[src/rtl/pag_pkg.sv]
package pag_pkg;

    localparam int ZONE_W    = 2;
    localparam int MAX_ZONES = 16;
    localparam int ZREG_W    = ZONE_W * MAX_ZONES;
    localparam int ZSEL_W    = $clog2(MAX_ZONES);

    typedef enum logic [1:0] {
        ACC_LOAD  = 2'b00,
        ACC_STORE = 2'b01,
        ACC_EXEC  = 2'b10,
        ACC_NONE  = 2'b11
    } acc_kind_e;

    typedef enum logic [1:0] {
        ZM_LOCK  = 2'b00,
        ZM_PAGE  = 2'b01,
        ZM_SPLIT = 2'b10,
        ZM_OPEN  = 2'b11
    } zone_mode_e;

    typedef struct packed {
        logic valid;
        logic grant;
        logic ifault;
        logic dfault;
    } verdict_t;

endpackage

[src/rtl/pag_zone_reg.sv]
module pag_zone_reg
    import pag_pkg::*;
#(
    parameter int NUM_ZONES = 16
) (
    input  logic              clk,
    input  logic              rst_n,
    input  logic              wr_en,
    input  logic [ZREG_W-1:0] wr_data,
    output logic [ZREG_W-1:0] rd_data,
    input  logic [ZSEL_W-1:0] sel,
    output zone_mode_e        sel_mode
);

    localparam int IMPL_W = NUM_ZONES * ZONE_W;

    logic [IMPL_W-1:0] fields_d, fields_q;
    logic [ZONE_W-1:0] view [MAX_ZONES];
    logic              armed_q;

    always_comb begin
        fields_d = fields_q;
        if (wr_en) begin
            fields_d = wr_data[IMPL_W-1:0];
        end
    end

    always_ff @(posedge clk) begin
        if (!rst_n) begin
            fields_q <= '0;
            armed_q  <= 1'b0;
        end else begin
            fields_q <= fields_d;
            armed_q  <= 1'b1;
        end
    end

    for (genvar g = 0; g < MAX_ZONES; g++) begin : g_zone
        if (g < NUM_ZONES) begin : g_impl
            assign view[g] = fields_q[g*ZONE_W +: ZONE_W];
        end else begin : g_absent
            assign view[g] = 2'b11;
        end
        assign rd_data[g*ZONE_W +: ZONE_W] = view[g];
    end

    assign sel_mode = zone_mode_e'(view[sel]);

    assert_zone_write_R2: assert property (@(posedge clk) disable iff (!rst_n)
        (armed_q && $past(wr_en)) |-> (rd_data[IMPL_W-1:0] == $past(wr_data[IMPL_W-1:0])))
        else $error("zone register did not take the written word");

    if (NUM_ZONES < MAX_ZONES) begin : g_absent_chk
        assert_absent_open_R12: assert property (@(posedge clk) disable iff (!rst_n)
            (sel >= ZSEL_W'(NUM_ZONES)) |-> (sel_mode == ZM_OPEN))
            else $error("unimplemented zone not treated as open");
    end

endmodule

[src/rtl/pag_rule.sv]
module pag_rule
    import pag_pkg::*;
(
    input  acc_kind_e  kind,
    input  logic       priv,
    input  logic       pg_exec,
    input  logic       pg_write,
    input  zone_mode_e mode,
    output logic       allow,
    output logic       ifault,
    output logic       dfault
);

    logic user_locked;
    logic full_rights;
    logic may_load, may_exec, may_store;

    always_comb begin
        user_locked = (mode == ZM_LOCK) && !priv;
        full_rights = (mode == ZM_OPEN) || ((mode == ZM_SPLIT) && priv);
        may_load    = !user_locked;
        may_exec    = !user_locked && (full_rights || pg_exec);
        may_store   = !user_locked && (full_rights || pg_write);

        allow  = 1'b0;
        ifault = 1'b0;
        dfault = 1'b0;
        unique case (kind)
            ACC_LOAD: begin
                allow  = may_load;
                dfault = !may_load;
            end
            ACC_STORE: begin
                allow  = may_store;
                dfault = !may_store;
            end
            ACC_EXEC: begin
                allow  = may_exec;
                ifault = !may_exec;
            end
            default: begin
                allow = 1'b0;
            end
        endcase
    end

    always_comb begin
        if (kind == ACC_LOAD && priv) begin
            assert_priv_load_open_R8: assert (allow && !dfault)
                else $error("privileged load refused");
        end
    end

endmodule

[src/rtl/page_access_guard.sv]
module page_access_guard
    import pag_pkg::*;
#(
    parameter int NUM_ZONES = 16
) (
    input  logic        clk,
    input  logic        rst_n,
    input  logic        zone_wr_en,
    input  logic [31:0] zone_wr_data,
    output logic [31:0] zone_rd_data,
    input  logic        req_valid,
    input  logic [1:0]  req_kind,
    input  logic        req_priv,
    input  logic        exec_commit,
    input  logic        page_exec,
    input  logic        page_write,
    input  logic [3:0]  page_zone,
    output logic        resp_valid,
    output logic        grant,
    output logic        inst_fault,
    output logic        data_fault
);

    acc_kind_e  kind;
    zone_mode_e cur_mode;
    logic       rule_allow, rule_if, rule_df;
    logic       accept;
    verdict_t   verdict_d, verdict_q;
    logic       armed_q;

    assign kind = acc_kind_e'(req_kind);

    pag_zone_reg #(.NUM_ZONES(NUM_ZONES)) u_zones (
        .clk      (clk),
        .rst_n    (rst_n),
        .wr_en    (zone_wr_en),
        .wr_data  (zone_wr_data),
        .rd_data  (zone_rd_data),
        .sel      (page_zone),
        .sel_mode (cur_mode)
    );

    pag_rule u_rule (
        .kind     (kind),
        .priv     (req_priv),
        .pg_exec  (page_exec),
        .pg_write (page_write),
        .mode     (cur_mode),
        .allow    (rule_allow),
        .ifault   (rule_if),
        .dfault   (rule_df)
    );

    always_comb begin
        accept = req_valid && (kind != ACC_NONE) && ((kind != ACC_EXEC) || exec_commit);
        verdict_d.valid  = accept;
        verdict_d.grant  = accept && rule_allow;
        verdict_d.ifault = accept && rule_if;
        verdict_d.dfault = accept && rule_df;
    end

    always_ff @(posedge clk) begin
        if (!rst_n) begin
            verdict_q <= '0;
            armed_q   <= 1'b0;
        end else begin
            verdict_q <= verdict_d;
            armed_q   <= 1'b1;
        end
    end

    assign resp_valid = verdict_q.valid;
    assign grant      = verdict_q.grant;
    assign inst_fault = verdict_q.ifault;
    assign data_fault = verdict_q.dfault;

    assert_resp_needs_req_R3: assert property (@(posedge clk) disable iff (!rst_n)
        (armed_q && resp_valid) |-> $past(req_valid))
        else $error("response without request");

    assert_discarded_fetch_quiet_R5: assert property (@(posedge clk) disable iff (!rst_n)
        (armed_q && $past(req_valid && kind == ACC_EXEC && !exec_commit)) |-> (!inst_fault && !resp_valid))
        else $error("discarded fetch produced a verdict");

    assert_single_fault_R13: assert property (@(posedge clk) disable iff (!rst_n)
        (inst_fault || data_fault) |-> (resp_valid && !grant && !(inst_fault && data_fault)))
        else $error("fault flags inconsistent");

    assert_user_lock_R7: assert property (@(posedge clk) disable iff (!rst_n)
        (armed_q && $past(req_valid && !req_priv && kind == ACC_LOAD && cur_mode == ZM_LOCK)) |-> data_fault)
        else $error("locked zone let a user load through");

    assert_priv_load_R8: assert property (@(posedge clk) disable iff (!rst_n)
        (armed_q && $past(req_valid && req_priv && kind == ACC_LOAD)) |-> grant)
        else $error("privileged load not granted");

endmodule

[config.mk]
export PLATFORM = sky130hd
export DESIGN_NAME = page_access_guard
export DESIGN_NICKNAME = d
export VERILOG_FILES = /design/src/rtl/pag_pkg.sv /design/src/rtl/pag_zone_reg.sv /design/src/rtl/pag_rule.sv /design/src/rtl/page_access_guard.sv
export SDC_FILE = /design/constraint.sdc
export NUM_CORES = 1
export LEC_CHECK = 0
export ABC_CLOCK_PERIOD_IN_PS = 1850
export BUFFER_PORTS_ARGS = -buffer_cell sky130_fd_sc_hd__clkbuf_2
export CELL_PAD_IN_SITES_DETAIL_PLACEMENT = 0
export CELL_PAD_IN_SITES_GLOBAL_PLACEMENT = 2
export CORE_ASPECT_RATIO = 1.2
export CORE_MARGIN = 10
export CORE_UTILIZATION = 24
export DETAILED_ROUTE_END_ITERATION = 8
export PLACE_DENSITY = 0.81
export SYNTH_ARGS = -nofsm -noshare
export SYNTH_HDL_FRONTEND = slang
export SYNTH_SLANG_ARGS = --single-unit
[constraint.sdc]
create_clock -name clk -period 1.85 [get_ports clk]
set_clock_uncertainty 0.15 [all_clocks]
set_input_delay 0.2775 -clock clk [delete_from_list [all_inputs] [get_ports clk]]
set_output_delay 0.2775 -clock clk [all_outputs]
set_load 0.03 [all_outputs]
==> impl_metrics.ini <==
[timing]
rsz0062_at_grt = true
fmaxAchievable_mhz = 541
hold_viol_final = 0
period_share_pct = 99.8
worst_slack_ns = 0.00315
post-route-min-period_ns = 1.85
maxSlewHeadroom_pct = 77.7
tightestPinTransition_ns = 0.335
finalSetupTns_ns = 0
setup_violations = 0
finalMaxSlewViolations = 0

[detailed_routing]
drtAntennaViolNets = 0
vias_per_cell = 4.29
wl_per_cell_microns = 15.8
finalWirelength_microns = 5260
routed-via-count = 1427
drt_iter0_markers = 37
dr.pass1.iters = 4
drc = 0

[synth]
synth_cells = 150
syn_nets = 196
syn_area_sq_mm = 0.00169
yosysSeqAreaShare_pct = 42.7
ys_ff_latch = 36
synth-edff-count = 0
yosysUniqueCellTypes = 28
synth_top_area_share_pct = 42.7
synthTopCellsByArea = dfxtp_1, mux2i_1, nor2b_1
ys.flop_type = dfxtp_1
syn_area_per_cell_sq_um = 11.3
synth_top_area_cell = dfxtp_1
yosysWarnings = 0
ys_async_sr_fraction_pct = 0

[die]
dieArea_sq_mm = 0.0108
fp.dieH_microns = 112
dieWidth_microns = 96.6
rows = 33
start_util_pct = 24.6
core_sq_mm = 0.00685
io_pins = 82

[pwr]
fin_total_pwr_uw = 1780
p_per_area_mw_per_mm2 = 749
ir_drop_uv = 376
p_leak_uw = 0.00118

[cells_and_area]
syn_to_final_growth_pct = 40.6
drive_above_1_share_pct = 48.8
fillers = 758
multiInputGateArea_sq_um = 906
seq_area_sq_um = 728
antenna_cells = 0
instances_no_fill = 333
nets = 292

[setup_path]
start_kind = flip-flop
critPathKind = flip-flop to flip-flop
slowest_stage = mux4_2
crit_fanout = 3
arrival_ns = 1.88
max_stage_delay_ns = 0.47
cp.required_ns = 1.88
reg2reg_depth = 5
crit_chain = mux4_2, a221o_1, a21oi_4, nand3_2, a22o_1
endpoint_kind = flip-flop

[global_route]
antenna_found_initial = 0
track_usage_pct = 9.57
grt_pass1_wl_microns = 8030
grt_pass1_vias = 1579
gr-total-overflow = 0
grt_max_degree = 33

[clock_network]
clock-sinks = 36
cts_hold_buf = 0
clock_latency_ns = 0.28
cts_buffer_depth = 2
numCtsBuffers = 5
htreeDepth = 2
cts_root_buf = clkbuf_8
path_clk_slew_ns = 0.07
tritoncts = yes

[place]
gp_congestion = 0.783
numPortBuffers = 81
placedCellCount = 326
dp_hpwl_microns = 4360
pre_cts_ws_ns = -0.247

[flow_run]
maxCapViolations = 0

[min_path]
hold_class = input port to flip-flop
holdPathStages = 2

[status]
outcome = finished, final reports clean
-- flip-flops by register name, summed over array words and instances (netlist names) --
signal	count
data_fault	1
resp_valid	1
grant	1
inst_fault	1
u_zones.rd_data	32
-- Yosys cell counts (2+ instances only) --
cell,count
dfxtp_1,36
mux2i_1,36
nor2b_1,34
mux4_1,6
a21oi_1,4
clkbuf_1,4
buf_1,3
nand2_1,3
nor2_1,3
a221oi_1,2
inv_1,2
-- cell type report --
type	count	area share [%]
timing repair buffer	98	23.0
inverter	2	0.316
clock buffer	6	3.06
multi-input combinational	103	38.2
clock inverter	1	0.211
sequential	36	30.7
tap	87	4.59
-- cell usage in the layout (no fill, tap or decap), types with 2 or more instances in the layout --
cell type / n
clkbuf_2: 81
mux2i_1: 36
nor2b_1: 34
dfxtp_1: 30
buf_4: 16
dfxtp_2: 6
clkbuf_8: 5
a21oi_1: 4
mux4_2: 4
nand2_1: 3
nor2_1: 3
inv_1: 2
a221oi_1: 2
mux4_1: 2
-- worst max-delay path: cells and delay by family, from the launching register on --
| family | cells | cell delay [ns] |
|---|---|---|
| AND/OR/NAND/NOR | 1 | 0.09 |
| flip-flops | 1 | 0.32 |
| multiplexers | 1 | 0.47 |
| AO/OA/AOI/OAI | 3 | 0.71 |
-- power by group --
part / total [uW] / internal (uW) / switching, uW
registers: 858 / 822 / 35.3
logic: 403 / 183 / 220
clock network: 518 / 256 / 263
total: 1780 / 1260 / 518
-- metal layers --
| metal | GRT usage [%] | share of wire (%) | vias up |
|---|---|---|---|
| li1 | - | - | 723 |
| met1 | 11.7 | 44 | 642 |
| met2 | 14.9 | 46 | 58 |
| met3 | 4.10 | 8.7 | 4 |
| met4 | 2.62 | 0.95 | 0 |
| met5 | 0 | 0 | - |
-- metrics by stage --
stage	utilization [%]	cell area [sq um]	hold WS, ns
after floorplan	-	1690	0.235
after global placement	33.4	2290	0.380
after detailed placement	33.4	2290	0.383
after CTS	34.6	2370	0.0916
after global routing	34.6	2370	0.0923
final	34.6	2370	0.0979
-- worst paths after layout --
| check | startpoint | endpoint | slack [ns] |
|---|---|---|---|
| min | req_kind[1] | resp_valid$_SDFF_PN0_ | 0.1 |
| min reg2reg | u_zones.rd_data[19]$_SDFFE_PN0P_ | u_zones.rd_data[19]$_SDFFE_PN0P_ | 0.40 |
| max reg2reg | u_zones.rd_data[30]$_SDFFE_PN0P_ | grant$_SDFF_PN0_ | 0.003 |
| max | u_zones.rd_data[30]$_SDFFE_PN0P_ | grant$_SDFF_PN0_ | 0.003 |
-- logic make-up after synthesis --
logic type | count (synthesis) | share of synthesized area, %
DFF | 36 | 42.7
AOI/OAI and AO/OA | 13 | 6.08
buffers and inverters | 11 | 2.96
muxes | 43 | 31.4
and+or+nand+nor | 47 | 16.9
-- what timing repair did --
item | in CTS | in global routing
buffers inserted | 0 | 0
resized for setup | 3 | 0
endpoints found under the setup margin | 1 | 2
No activity file was read; power rests on OpenSTA's default activity.
